## config.mk

```make
export PLATFORM = sky130hd
export DESIGN_NAME = inject_bus_master
export DESIGN_NICKNAME = d
export VERILOG_FILES = /design/src/rtl/inj_pkg.sv /design/src/rtl/inj_edge_det.sv /design/src/rtl/inj_byte_sel.sv /design/src/rtl/inject_bus_master.sv
export SDC_FILE = /design/constraint.sdc
export NUM_CORES = 1
export LEC_CHECK = 0
export ABC_AREA = 1
export ABC_CLOCK_PERIOD_IN_PS = 2450
export BUFFER_PORTS_ARGS = -buffer_cell sky130_fd_sc_hd__clkbuf_2
export CAP_MARGIN = 20
export CORE_ASPECT_RATIO = 1.5
export CORE_MARGIN = 5
export CORE_UTILIZATION = 57
export DETAILED_ROUTE_END_ITERATION = 16
export PLACE_DENSITY = 0.81
export SETUP_SLACK_MARGIN = 0.1
export SLEW_MARGIN = 25
export SYNTH_ARGS = -nofsm -noshare
export SYNTH_HDL_FRONTEND = slang
export SYNTH_SLANG_ARGS = --single-unit
```

## constraint.sdc

```tcl
create_clock -name clk -period 2.45 [get_ports clk]
set_input_delay 0.1225 -clock clk [delete_from_list [all_inputs] [get_ports clk]]
set_output_delay 0.1225 -clock clk [all_outputs]
set_load 0.05 [all_outputs]
```

## src/rtl/inj_pkg.sv

```systemverilog
package inj_pkg;
    localparam int ADDR_W = 16;
    localparam int DATA_W = 8;
    localparam int IDX_W  = 3;

    typedef enum logic [1:0] {
        OP_WR   = 2'd0,
        OP_RD   = 2'd1,
        OP_JMP  = 2'd2,
        OP_NONE = 2'd3
    } op_e;

    typedef enum logic [1:0] {
        PH_IDLE   = 2'd0,
        PH_ARMED  = 2'd1,
        PH_FAKE   = 2'd2,
        PH_ACCESS = 2'd3
    } phase_e;

    localparam logic [DATA_W-1:0] OPC_LDA_IMM = 8'hA9;
    localparam logic [DATA_W-1:0] OPC_STA_ABS = 8'h8D;
    localparam logic [DATA_W-1:0] OPC_LDA_ABS = 8'hAD;
    localparam logic [DATA_W-1:0] OPC_JMP_ABS = 8'h4C;

    // number of injected bytes per operation
    function automatic logic [IDX_W-1:0] fake_len(op_e op);
        case (op)
            OP_WR:   fake_len = 3'd5;
            default: fake_len = 3'd3;
        endcase
    endfunction
endpackage

```

## src/rtl/inj_edge_det.sv

```systemverilog
module inj_edge_det (
    input  logic clk,
    input  logic rst_n,
    input  logic level,
    output logic fall
);
    logic lvl_q;

    always_ff @(posedge clk) begin
        if (!rst_n) lvl_q <= 1'b0;
        else        lvl_q <= level;
    end

    assign fall = lvl_q & ~level;
endmodule

```

## src/rtl/inj_byte_sel.sv

```systemverilog
module inj_byte_sel
    import inj_pkg::*;
(
    input  op_e               op,
    input  logic [IDX_W-1:0]  idx,
    input  logic [ADDR_W-1:0] addr,
    input  logic [DATA_W-1:0] wdata,
    output logic [DATA_W-1:0] byte_o
);
    logic [DATA_W-1:0] lo, hi;
    assign lo = addr[DATA_W-1:0];
    assign hi = addr[ADDR_W-1:DATA_W];

    always_comb begin
        byte_o = '0;
        case (op)
            OP_WR: begin
                case (idx)
                    3'd0:    byte_o = OPC_LDA_IMM;
                    3'd1:    byte_o = wdata;
                    3'd2:    byte_o = OPC_STA_ABS;
                    3'd3:    byte_o = lo;
                    3'd4:    byte_o = hi;
                    default: byte_o = '0;
                endcase
            end
            OP_RD, OP_JMP: begin
                case (idx)
                    3'd0:    byte_o = (op == OP_RD) ? OPC_LDA_ABS : OPC_JMP_ABS;
                    3'd1:    byte_o = lo;
                    3'd2:    byte_o = hi;
                    default: byte_o = '0;
                endcase
            end
            default: byte_o = '0;
        endcase
    end
endmodule

```

## src/rtl/inject_bus_master.sv

```systemverilog
module inject_bus_master
    import inj_pkg::*;
(
    input  logic        clk,
    input  logic        rst_n,
    input  logic        cpu_phi,
    input  logic        cmd_valid,
    input  logic [1:0]  cmd_op,
    input  logic [15:0] cmd_addr,
    input  logic [7:0]  cmd_wdata,
    output logic        cmd_ready,
    input  logic [7:0]  bus_in,
    output logic [7:0]  bus_out,
    output logic        bus_drive,
    output logic        mem_oe,
    output logic        done,
    output logic [7:0]  rdata
);
    typedef struct packed {
        phase_e             phase;
        logic [IDX_W-1:0]   idx;
        op_e                op;
        logic [ADDR_W-1:0]  addr;
        logic [DATA_W-1:0]  wdata;
        logic [DATA_W-1:0]  rdata;
        logic               done;
    } st_t;

    st_t st_d, st_q;
    logic fall;
    logic [DATA_W-1:0] sel_byte;
    logic [IDX_W-1:0]  last_idx;

    inj_edge_det u_edge (
        .clk   (clk),
        .rst_n (rst_n),
        .level (cpu_phi),
        .fall  (fall)
    );

    inj_byte_sel u_sel (
        .op     (st_q.op),
        .idx    (st_q.idx),
        .addr   (st_q.addr),
        .wdata  (st_q.wdata),
        .byte_o (sel_byte)
    );

    assign last_idx = fake_len(st_q.op) - 3'd1;

    always_comb begin
        st_d      = st_q;
        st_d.done = 1'b0;
        case (st_q.phase)
            PH_IDLE: begin
                if (cmd_valid && op_e'(cmd_op) != OP_NONE) begin
                    st_d.phase = PH_ARMED;
                    st_d.op    = op_e'(cmd_op);
                    st_d.addr  = cmd_addr;
                    st_d.wdata = cmd_wdata;
                    st_d.idx   = '0;
                end
            end
            PH_ARMED: begin
                if (fall) begin
                    st_d.phase = PH_FAKE;
                    st_d.idx   = '0;
                end
            end
            PH_FAKE: begin
                if (fall) begin
                    if (st_q.idx == last_idx) begin
                        if (st_q.op == OP_JMP) begin
                            st_d.phase = PH_IDLE;
                            st_d.done  = 1'b1;
                        end else begin
                            st_d.phase = PH_ACCESS;
                        end
                    end else begin
                        st_d.idx = st_q.idx + 3'd1;
                    end
                end
            end
            PH_ACCESS: begin
                if (fall) begin
                    if (st_q.op == OP_RD) st_d.rdata = bus_in;
                    st_d.phase = PH_IDLE;
                    st_d.done  = 1'b1;
                end
            end
            default: st_d.phase = PH_IDLE;
        endcase
    end

    always_ff @(posedge clk) begin
        if (!rst_n) begin
            st_q <= '{phase: PH_IDLE, idx: '0, op: OP_WR, addr: '0,
                      wdata: '0, rdata: '0, done: 1'b0};
        end else begin
            st_q <= st_d;
        end
    end

    assign cmd_ready = (st_q.phase == PH_IDLE);
    assign bus_drive = (st_q.phase == PH_FAKE);
    assign bus_out   = bus_drive ? sel_byte : '0;
    assign mem_oe    = (st_q.phase == PH_ACCESS) && (st_q.op == OP_RD);
    assign done      = st_q.done;
    assign rdata     = st_q.rdata;
endmodule

```

# After elaboration in Yosys (flattened, before gate mapping)

Index checks and enable logic that the tools add are counted.

Bits in registers: 41
Bits of input ports: 38
Output and inout bits: 20
Logic and storage cells: 60

Add/subtract/negate cells: 2
Eq/ne operators: 17
Muxes and demuxes: 20
Bitwise gates (word level): 2
Reduce and logical (&&, ||, !) cells: 11

Operator list:

| operator            | count |
|---|---|
| $pmux 8 s5          | 1 |
| $mux 31             | 1 |
| $pmux 8 s3          | 1 |
| $mux 8              | 2 |
| $pmux 8 s2          | 1 |
| $mux 5              | 2 |
| $reduce_and 5->1    | 2 |
| $pmux 3 s3          | 1 |
| $ne 2x2->1 const B  | 4 |
| $pmux 2 s4          | 1 |
| $eq 2x2->1 const B  | 3 |
| $eq 3x2->1 const B  | 2 |
| $mux 2              | 3 |
| $mux 3              | 2 |
| $ne 2x1->1 const B  | 3 |
| $eq 2x1->1 const B  | 2 |
| $logic_not 2->1     | 2 |
| $mux 1              | 4 |
| $add 3x1->3 const B | 1 |
| $eq 3x1->1 const B  | 1 |
| $eq 3x3->1          | 1 |
| $eq 3x3->1 const B  | 1 |
| $logic_not 3->1     | 1 |
| $reduce_and 3->1    | 1 |
| 8 further kinds     | 9 |

# Longest topological paths before layout

Gate-level depths: netlist of run 1.

Depth after elaboration: 7
Mapped depth: 10
Depth with buffers taken out: 10

# By module

From an unflattened synthesis of run 1, not the netlist that was laid out.

Cells, all modules: 370
Area, all modules: 2549.9 sq um

By module, submodules not included:

| module            | instances | cells an instance | area each (sq um) |
|---|---|---|---|
| inject_bus_master | 1         | 245               | 1896.8 |
| inj_byte_sel      | 1         | 120               | 618.1 |
| inj_edge_det      | 1         | 5                 | 35.0 |

# Least setup slack after synthesis of run 1

OpenSTA, ideal clock, no wires.

Kind: flip-flop to output port
From: reg st_q[38] (netlist bit)
To: out bus_out[0]
Data arrival time: 2.246 ns
Path slack: 0.082 ns
Stages on the path, launching flop included: 7
Path buffers: 1
Cells stage by stage: dfxtp_1 > inv_1 > ha_1 > inv_1 > or2_1 > buf_2 > a21oi_1

Cells in the longest elaborated chain, start to end: 2

Ends and longest elaborated chain:

| what                     | line                     | source |
|---|---|---|
| start: declaration       | inject_bus_master.sv:29  | `st_t st_d, st_q;` |
| start signal: assignment | inject_bus_master.sv:97  | `st_q <= '{phase: PH_IDLE, idx: '0, op: OP_WR, addr: '0,` |
| start signal: assignment | inject_bus_master.sv:100 | `st_q <= st_d;` |
| $eq 2x2->1               | inject_bus_master.sv:105 | `assign bus_drive = (st_q.phase == PH_FAKE);` |
| named net bus_drive      | inject_bus_master.sv:14  | `output logic bus_drive,` |
| $mux 8                   | inject_bus_master.sv:106 | `assign bus_out = bus_drive ? sel_byte : '0;` |
| end: declaration         | inject_bus_master.sv:13  | `output logic [7:0] bus_out,` |

The timed path passes the listed nets, and every way through them passes these cells.

# Final worst setup path of run 1

From: reg st_q[39] (netlist bit)
To: out bus_out[3]

Cells in the longest elaborated chain, start to end: 2

Ends and longest elaborated chain:

| what       | line |
|---|---|
| $eq 2x2->1 | inject_bus_master.sv:105 |
| $mux 8     | inject_bus_master.sv:106 |

No other way between the ends.

==> qor.yml, run 1 <==
global_route:
  busiest_layer: "met2"
  grt_max_degree: 53
  grt_pass1_vias: 1991
  grt_util_all_layers: 0.213
  grt.overflow.total: 0
  antenna_found_initial: 0
  globalRouteMet1Util: 0.244
  met3_usage: 0.0402
  grt_use_met2: 0.374
  grt_pass1_wl_um: 8650
floorplan:
  io_pins: 58
  core_um2: 3850
  num_rows: 28
  dieArea_um2: 5290
  start_util: 0.579
  die_w_um: 61.1
  die_h_um: 86.6
yosys:
  syn-cell-area_um2: 2230
  syn_inst: 318
  syn_nets: 369
  synth_cell_types: 26
  ys_seq_area_frac: 0.368
  syn_avg_cell_area_um2: 7.02
  ys_warn_count: 0
  ys_seq_elements: 41
power_and_ir_drop:
  pwr-share-clk: 0.223
  vdd_drop_max_mv: 0.627
  power.leakage_uw: 0.00119
  seqPwrFrac: 0.361
  p_sw_uw: 1010
  p_comb_frac: 0.416
  power_density_nw_per_um2: 938
  sw_frac_of_total: 0.417
  intPower_uw: 1410
drt:
  drt_wl_total_um: 5120
  drc: 0
  routedWlPerCell_um: 12.5
  ant_nets: 0
  drtIter0Drc: 133
  drt_first_pass_iters: 4
  via_per_inst: 5.19
  vias: 2121
sta:
  setup_viol: 0
  finalClockSkew_ps: 8.75
  fin_crit_ps: 2160
  worst_pin_slew_ps: 653
  timing.setup.tns_ps: 0
  whs_ps: 19.7
  slew_headroom: 0.565
  grt_setup_unrepaired: "false"
  max_freq_ghz: 0.463
  slew_viol_final: 0
  final-hold-violation-count: 0
  layout_worst_path_cycle_share: 0.882
min_path:
  holdPathStages: 3
  hold_path_end: "u_edge.lvl_q"
  hp-class: "in -> reg"
  hold_start: "cpu_phi"
worst_setup_path:
  worstSetupPathType: "reg -> out"
  regToRegStartpoint: "st_q[39]"
  r2r_cells: 6
  reg2reg_slack_ps: 820
  crit_slowest_cell: "dfxtp_1"
  crit_path_start_kind: "flip-flop"
  critPathCaptureType: "primary output"
  max_stage_delay_ps: 430
  crit_arrival_ps: 2040
  crit_fanout: 8
  reg2reg_to: "st_q[23]"
  cp_cell_sequence: "ha_1, inv_1, or2_1, a21oi_1, clkbuf_2"
  worst_ep_required_time_ps: 2330
layout:
  final_nets: 414
  fin_cells: 409
  antenna_cells: 0
  area_growth_pct: 15.6
  drive_above_1_share: 0.223
cts:
  cts_buffers: 5
  cts_setup_buffers: 0
  cts_tree: "done"
  hold_buffers: 0
  cts.path.max_buffers: 2
  path_clk_slew_ps: 80
  cts_resized: 0
  clk_latency_ps: 290
  cts-root-buf: "clkbuf_8"
  htree_levels: 2
  cts.sinks: 41
placed_design:
  dp.cells: 401
  dp_hpwl_um: 3800
  gp_congestion: 0.989
  numPortBuffers: 57
flow_run:
  drv_cap: 0
run_status:
  status: "finished clean"
==> worst max-delay path, delay by kind of cell (launching register included) <==
kind                       cells  cell delay (ps)
DFF                            1              430
adders and majority gates      1              380
and+or+nand+nor                1              340
AOI/OAI and AO/OA              1              200
buffers and inverters          2              400
==> sequential cells by signal, indices dropped and copies added (netlist names) <==
register / count
done: 1
rdata: 8
st_q: 31
u_edge.lvl_q: 1
==> worst max path at each step <==
stage / start / to / slack, ps / cells after the start
2_1_floorplan: st_q[38] / bus_out[0] / 80 / 6
3_3_place_gp: st_q[39] / bus_out[3] / 630 / 5
3_5_place_dp: st_q[35] / bus_out[7] / 590 / 9
4_1_cts: st_q[35] / bus_out[7] / 250 / 9
5_1_grt: st_q[35] / bus_out[5] / 120 / 7
6_report: st_q[39] / bus_out[3] / 290 / 5
==> per-stage QoR <==
stage / setup WS (ps) / power (uW) / cell area (um^2) / utilization
floorplan: 81.7 / 1660 / 2230 / -
detailed placement: 591 / 1880 / 2460 / 0.639
finish: 289 / 2420 / 2580 / 0.669
global placement: 626 / 1870 / 2460 / 0.639
global route: 117 / 2610 / 2580 / 0.669
CTS: 254 / 2430 / 2570 / 0.668
==> layout make-up <==
type | instances | area, um^2
flip-flops and latches | 41 | 821
multi-input cells | 210 | 1120
well taps | 45 | 56.3
clock buffers | 6 | 72.6
repair buffers | 58 | 295
clock inverters | 2 | 38.8
fillers | 372 | 1270
inverters | 47 | 179
==> power groups by stage <==
stage | logic [uW] | clock network, uW | registers (uW)
after floorplan | 793 | 0 | 867
after global placement | 984 | 0 | 882
after detailed placement | 997 | 0 | 887
after CTS | 1010 | 552 | 872
after global routing | 1140 | 582 | 889
final | 1010 | 541 | 873
==> cell families after synthesis <==
| family | after synthesis | synth area share |
|---|---|---|
| AO/OA/AOI/OAI | 107 | 0.246 |
| buffers and inverters | 67 | 0.132 |
| AND/OR/NAND/NOR | 90 | 0.181 |
| flip-flops | 41 | 0.368 |
| adder cells (fa/ha/maj) | 13 | 0.0729 |
==> placed cells by master (no fill, tap or decap) <==
cell and n:
clkbuf_1 1, o22ai_1 4, nand2_2 2, nand3_2 1, a21oi_2 1, inv_1 44, bufinv_16 1, dfxtp_1 41
o21ai_0 52, nand2_4 2, clkbuf_8 5, clkbuf_2 55, ha_1 13, buf_4 1, clkbuf_4 1, nor2_2 4
buf_2 1, nand3_1 11, nand4_2 1, o21ai_1 10, or2_1 1, clkinv_4 1, o21ai_2 1, inv_4 1
nand2_1 34, inv_2 2, a21oi_1 39, nor2_1 33, nor2_4 1
==> Yosys cell counts (all sizes together) <==
master / n / area [um^2]
a21oi: 40 / 204
buf: 13 / 90.1
clkbuf: 7 / 26.3
dfxtp: 41 / 821
ha: 13 / 163
inv: 47 / 179
nand2: 38 / 163
nand3: 12 / 65.1
nand4: 1 / 12.5
nor2: 38 / 158
o21ai: 63 / 319
o22ai: 4 / 25.0
or2: 1 / 6.26
==> layer usage <==
layer	routed length (um)	vias up	share of wire
met5	0	-	0
met4	134	0	0.026
met3	293	13	0.057
met2	2730	72	0.53
met1	1960	927	0.38
li1	-	1109	-
No activity file was read; power rests on OpenSTA's default activity.
==> inputs of run 2 (changes only) <==
Settings changed: GPL_ROUTABILITY_DRIVEN set to 0, MAX_ROUTING_LAYER set to met4.
==> run 2 against run 1 <==
  * Sequential power is essentially flat
  * Worst setup slack improved by 17 ps
  * Non-clock buffer count unchanged
  * Final cell count unchanged
  * Via count fell by 0.19%
  * Clock skew barely moved
  * Hold slack is essentially flat
  * Count of clock-buffer cells in the layout unchanged
  * Fmax rose by 0.80%
  * First-iteration DRC count fell by 6.8%
  * Critical path type unchanged
  * Critical endpoint unchanged
==> qor.yml, run 2 (synthesis gave the netlist of run 1 again) <==
sta:
  grt_setup_unrepaired: "false"
  fin_crit_ps: 2140  # -17.2 ps
  max_freq_ghz: 0.466  # +0.80%
  slew_viol_final: 0  # unchanged
  setup_viol: 0  # unchanged
  final-hold-violation-count: 0  # unchanged
  setup_slack_ps: 306  # +17.2 ps
  worst_pin_slew_ps: 653  # +0.155 ps
  layout_worst_path_cycle_share: 0.875  # -0.00704
  timing.setup.tns_ps: 0  # unchanged
  finalClockSkew_ps: 8.88  # +0.136 ps
  slew_headroom: 0.565  # about the same
layout:
  largest_reg_flops: 31  # unchanged
  area_growth_pct: 15.6  # unchanged
  antenna_cells: 0  # unchanged
  drive_above_1_share: 0.223  # unchanged
  final_common_cell: "clkbuf_2"
  final_nets: 414  # unchanged
  largest_register: "st_q"
  fin_area_um2: 2580  # unchanged
  fin_cells: 409  # unchanged
  final_cell_mix: "clkbuf_2 (55), o21ai_0 (52), inv_1 (44)"
floorplan:
  dieArea_um2: 5290  # unchanged
  die_w_um: 61.1  # unchanged
  num_rows: 28  # unchanged
  io_pins: 58  # unchanged
  core_um2: 3850  # unchanged
  start_util: 0.579  # unchanged
  die_h_um: 86.6  # unchanged
power_and_ir_drop:
  power_density_nw_per_um2: 940  # +0.13%
  p_sw_uw: 1010  # +0.30%
  p_comb_frac: 0.417  # about the same
  pwr-share-clk: 0.223  # about the same
  sw_frac_of_total: 0.417  # +0.000717
  power.leakage_uw: 0.00119  # unchanged
  seqPwrFrac: 0.360  # about the same
  intPower_uw: 1410  # about the same
  vdd_drop_max_mv: 0.629  # +0.22%
cts:
  cts_buffers: 5  # unchanged
  path_clk_slew_ps: 80  # about the same
  hold_buffers: 0  # unchanged
  cts_setup_buffers: 0  # unchanged
  cts_resized: 0  # unchanged
  cts_tree: "done"
  clk_latency_ps: 290  # about the same
  cts-root-buf: "clkbuf_8"
  htree_levels: 2  # unchanged
  cts.path.max_buffers: 2  # unchanged
  cts.sinks: 41  # unchanged
min_path:
  hp-class: "in -> reg"
  hold_start: "cpu_phi"
drt:
  via_per_inst: 5.18  # -0.19%
  ant_nets: 0  # unchanged
  drc: 0  # unchanged
  drtIter0Drc: 124  # -6.8%
  routedWlPerCell_um: 12.7  # +1.1%
  drt_wl_total_um: 5170  # +1.1%
  drt_first_pass_iters: 7  # +3
  vias: 2117  # -0.19%
run_status:
  status: "finished clean"
placed_design:
  dp.cells: 401  # unchanged
  pre_cts_slack_ps: 591  # unchanged
  numPortBuffers: 57  # unchanged
  dp_hpwl_um: 3800  # unchanged
  place_area_um2: 2460  # unchanged
global_route:
  antenna_found_initial: 0  # unchanged
  grt_max_degree: 53  # unchanged
  grt_pass1_wl_um: 8650  # unchanged
  grt_pass1_vias: 1991  # unchanged
  grt_util_all_layers: 0.218  # +0.00586
  grt.overflow.total: 0  # unchanged
worst_setup_path:
  cp_cell_sequence: "ha_1, inv_1, or2_1, a21oi_1, clkbuf_2"
  critPathCapture: "bus_out[3]"
  crit_path_start_kind: "flip-flop"
  critPathLaunch: "st_q[39]"
  regToRegStartpoint: "st_q[39]"
  reg2reg_slack_ps: 820  # about the same
  max_stage_delay_ps: 420  # about the same
  crit_slowest_cell: "dfxtp_1"
  reg2reg_to: "st_q[11]"
  crit_fanout: 8  # unchanged
  crit_arrival_ps: 2020  # -20 ps
  critPathCaptureType: "primary output"
  worst_ep_required_time_ps: 2330  # about the same
  worstSetupPathType: "reg -> out"
  r2r_cells: 6  # unchanged
flow_run:
  drv_cap: 0  # unchanged
==> run 2: final cells by class <==
| cell class | count | area, um^2 |
|---|---|---|
| Multi-Input combinational cell | 210 | 1120 |
| Timing Repair Buffer | 58 | 295 |
| Tap cell | 45 | 56.3 |
| Clock buffer | 6 | 72.6 |
| Fill cell | 372 | 1270 |
| Clock inverter | 2 | 38.8 |
| Inverter | 47 | 179 |
| Sequential cell | 41 | 821 |
==> run 2: metal layers <==
metal | wire length (um) | vias to the layer above | GRT usage
met5 | 0 | - | -
met4 | 119 | 0 | 0.0809
met3 | 282 | 10 | 0.0373
met2 | 2780 | 65 | 0.374
met1 | 1990 | 933 | 0.246
li1 | - | 1109 | -
==> run 2: worst min-delay path by stage <==
stage / endpoint / slack [ps] / cells after the start
floorplan: u_edge.lvl_q / 220 / 2
global placement: u_edge.lvl_q / 320 / 3
detailed placement: u_edge.lvl_q / 320 / 3
CTS: u_edge.lvl_q / 10 / 3
global route: u_edge.lvl_q / 20 / 3
finish: u_edge.lvl_q / 20 / 3
==> run 2: stage by stage <==
| step | hold slack, ps | utilization | total power [uW] |
|---|---|---|---|
| 2_1_floorplan | 216 | - | 1660 |
| 3_3_place_gp | 316 | 0.639 | 1870 |
| 3_5_place_dp | 324 | 0.639 | 1880 |
| 4_1_cts | 13.0 | 0.668 | 2430 |
| 5_1_grt | 22.3 | 0.669 | 2610 |
| 6_report | 19.8 | 0.669 | 2420 |
==> run 2: critical path, delay by kind of cell, from the launching register on <==
family                     cells  cell delay, ps
AOI/OAI and AO/OA              1             190
adders and majority gates      1             380
and+or+nand+nor                1             340
DFF                            1             420
buffers and inverters          2             400
==> run 2: power groups by stage <==
| stage | combinational, uW | clock (uW) | sequential (uW) |
|---|---|---|---|
| after floorplan | 793 | 0 | 867 |
| after global placement | 984 | 0 | 882 |
| after detailed placement | 997 | 0 | 887 |
| after CTS | 1010 | 552 | 872 |
| after global routing | 1140 | 582 | 889 |
| final | 1010 | 540 | 874 |
==> inputs of run 3 (changes only) <==
--- a/config.mk
+++ b/config.mk
@@ -18,3 +18,3 @@
 export PLACE_DENSITY = 0.81
-export SETUP_SLACK_MARGIN = 0.1
+export SETUP_SLACK_MARGIN = 0.2
 export SLEW_MARGIN = 25
--- a/constraint.sdc
+++ b/constraint.sdc
@@ -3,2 +3,2 @@
 set_output_delay 0.1225 -clock clk [all_outputs]
-set_load 0.05 [all_outputs]
+set_load 0.1 [all_outputs]
==> run 3 against run 2 <==
  * Routed wire length is 0.99% higher
  * Sequential share of layout area is 0.89 points lower
  * First-iteration DRC count fell by 25%
  * Clock power increased by 1%
  * Sequential power decreased by 0.5%
  * Die area unchanged
  * Clock skew about the same
  * Register-to-register slack lost 40 ps
  * Utilization rose by 1.9 points
  * Total power increased by 8.8%
  * Final cell count is the same
  * Critical path type unchanged
  * Largest cell class unchanged
  * Largest power group unchanged
==> qor.yml, run 3 (synthesis gave the netlist of run 1 again) <==
drt:
  vias: 2154  # +1.7%
  routedWlPerCell_um: 12.8  # +0.99%
  drt_first_pass_iters: 4  # -3
  wl_met3_um: 223  # -21%
  ant_nets: 0  # unchanged
  wl_met1_um: 2130  # +6.9%
  top_layer: "met4"
  wl_met2_um: 2790  # +0.25%
  via_per_inst: 5.27  # +1.7%
  drtIter0Drc: 93  # -25%
  drc: 0  # unchanged
  drt_wl_total_um: 5230  # +0.99%
cts:
  cts-root-buf: "clkbuf_8"
  htree_levels: 2  # unchanged
  cts.sinks: 41  # unchanged
  cts_tree: "done"
  clk_latency_ps: 300  # about the same
  path_clk_slew_ps: 80  # about the same
  cts.path.max_buffers: 2  # unchanged
  cts_setup_buffers: 0  # unchanged
  cts_buffers: 5  # unchanged
floorplan:
  io_pins: 58  # unchanged
  die_w_um: 61.1  # unchanged
  start_util: 0.579  # unchanged
  core_um2: 3850  # unchanged
  dieArea_um2: 5290  # unchanged
  die_h_um: 86.6  # unchanged
  num_rows: 28  # unchanged
worst_setup_path:
  worst_ep_required_time_ps: 2330  # about the same
  max_stage_delay_ps: 400  # -20 ps
  cp_cell_sequence: "inv_1, ha_2, inv_1, or2_1, a21oi_2, clkbuf_4"
  crit_path_start_kind: "flip-flop"
  crit_family: "buffers and inverters"
  crit_slowest_cell: "or2_1"
  r2r_cells: 6  # unchanged
  crit_fanout: 8  # unchanged
  worstSetupPathType: "reg -> out"
  path_buf_inv: 3  # +1
  critPathCaptureType: "primary output"
  crit_top_cell: "inv_1"
  cp.depth: 6  # +1
  crit_arrival_ps: 2020  # about the same
sta:
  finalClockSkew_ps: 8.87  # -0.0112 ps
  final-hold-violation-count: 0  # unchanged
  max_freq_ghz: 0.467  # +0.18%
  slew_viol_final: 0  # unchanged
  fin_crit_ps: 2140  # -3.84 ps
  setup_viol: 0  # unchanged
  whs_ps: 21.4  # +1.63 ps
  slew_headroom: 0.552  # -0.0124
  worst_pin_slew_ps: 671  # +18.5 ps
  layout_worst_path_cycle_share: 0.874  # -0.00157
  grt_setup_unrepaired: "false"
  timing.setup.tns_ps: 0  # unchanged
layout:
  largest_reg_flops: 31  # unchanged
  final_common_cell: "o21ai_0"
  drive_above_1_share: 0.255  # +0.0330
  multi_input_area_um2: 1150  # +3.4%
  final_nets: 414  # unchanged
  final-seq-area_um2: 821  # unchanged
  area_growth_pct: 19.0
  largest_register: "st_q"
  fillers: 343  # -7.8%
  final_cell_mix: "o21ai_0 (52), clkbuf_2 (49), inv_1 (43)"
  final_util: 0.689  # +0.0192
  antenna_cells: 0  # unchanged
global_route:
  grt.overflow.total: 0  # unchanged
  grt_max_degree: 53  # unchanged
  antenna_found_initial: 0  # unchanged
  grt_pass1_vias: 2033  # +2.1%
  grt_pass1_wl_um: 8560  # -1.1%
  grt_util_all_layers: 0.216  # -0.00242
power_and_ir_drop:
  p_comb_frac: 0.462  # +0.045
  intPower_uw: 1450  # +2.6%
  power.leakage_uw: 0.00119  # +0.34%
  power_density_nw_per_um2: 994  # +5.8%
  power_uw: 2640  # +8.8%
  sw_frac_of_total: 0.451  # +0.0331
  p_sw_uw: 1190  # +17%
  pwr-share-clk: 0.208  # -0.015
  seqPwrFrac: 0.330  # -0.030
  vdd_drop_max_mv: 0.777  # +24%
flow_run:
  drv_cap: 0  # unchanged
run_status:
  status: "finished clean"
min_path:
  holdPathStages: 3  # unchanged
  hp-class: "in -> reg"
placed_design:
  numPortBuffers: 57  # unchanged
  dp_hpwl_um: 3810  # +0.43%
## run 3: cell count changes in the layout (fill, tap and decap cells not counted), moves of 3 or more
cell / change
a21oi_2: +8
buf_6: +3
buf_4: +3
clkbuf_2: -6
ha_2: +3
a21oi_1: -8
ha_1: -3
## run 3: power groups by stage
stage,registers [uW],clock network [uW],logic (uW)
3_5_place_dp,884,0,1170
6_report,870,548,1220
4_1_cts,868,561,1190
5_1_grt,886,587,1330
3_3_place_gp,879,0,1160
2_1_floorplan,868,0,969
## run 3: layout make-up
class | instances | area share
Inverter | 47 | 0.0674
Timing Repair Buffer | 58 | 0.125
Clock inverter | 2 | 0.0146
Sequential cell | 41 | 0.309
Clock buffer | 6 | 0.0273
Multi-Input combinational cell | 210 | 0.435
Tap cell | 45 | 0.0212
## run 3: tightest hold or removal path, delay by kind of cell
| kind | cells | cell delay (ps) |
|---|---|---|
| buffers and inverters | 2 | 130 |
| AND/OR/NAND/NOR | 1 | 40 |
## run 3: metal layers
layer,global-route usage,vias up
met1,0.223,992
met2,0.388,47
met4,0.0868,0
met5,-,-
met3,0.0358,5
li1,-,1110
## run 3: final timing paths
kind             from            to  slack [ps]
max reg2reg  st_q[39]      st_q[30]         780
min           cpu_phi  u_edge.lvl_q          20
min reg2reg  st_q[12]      st_q[12]         460
max          st_q[38]    bus_out[4]         310
## run 3: repair_timing
item,4_1_cts,5_1_grt
endpoints found under the setup margin,8,8
resized for setup,8,16
hold buffers,0,0
## run 3: stage by stage
stage                     instance area, um^2  setup WS [ps]  std cells
after detailed placement                 2500            414        401
after floorplan                          2260          -12.0        318
after CTS                                2630            206        409
final                                    2650            310        409
after global routing                     2650            201        409
after global placement                   2500            481        401
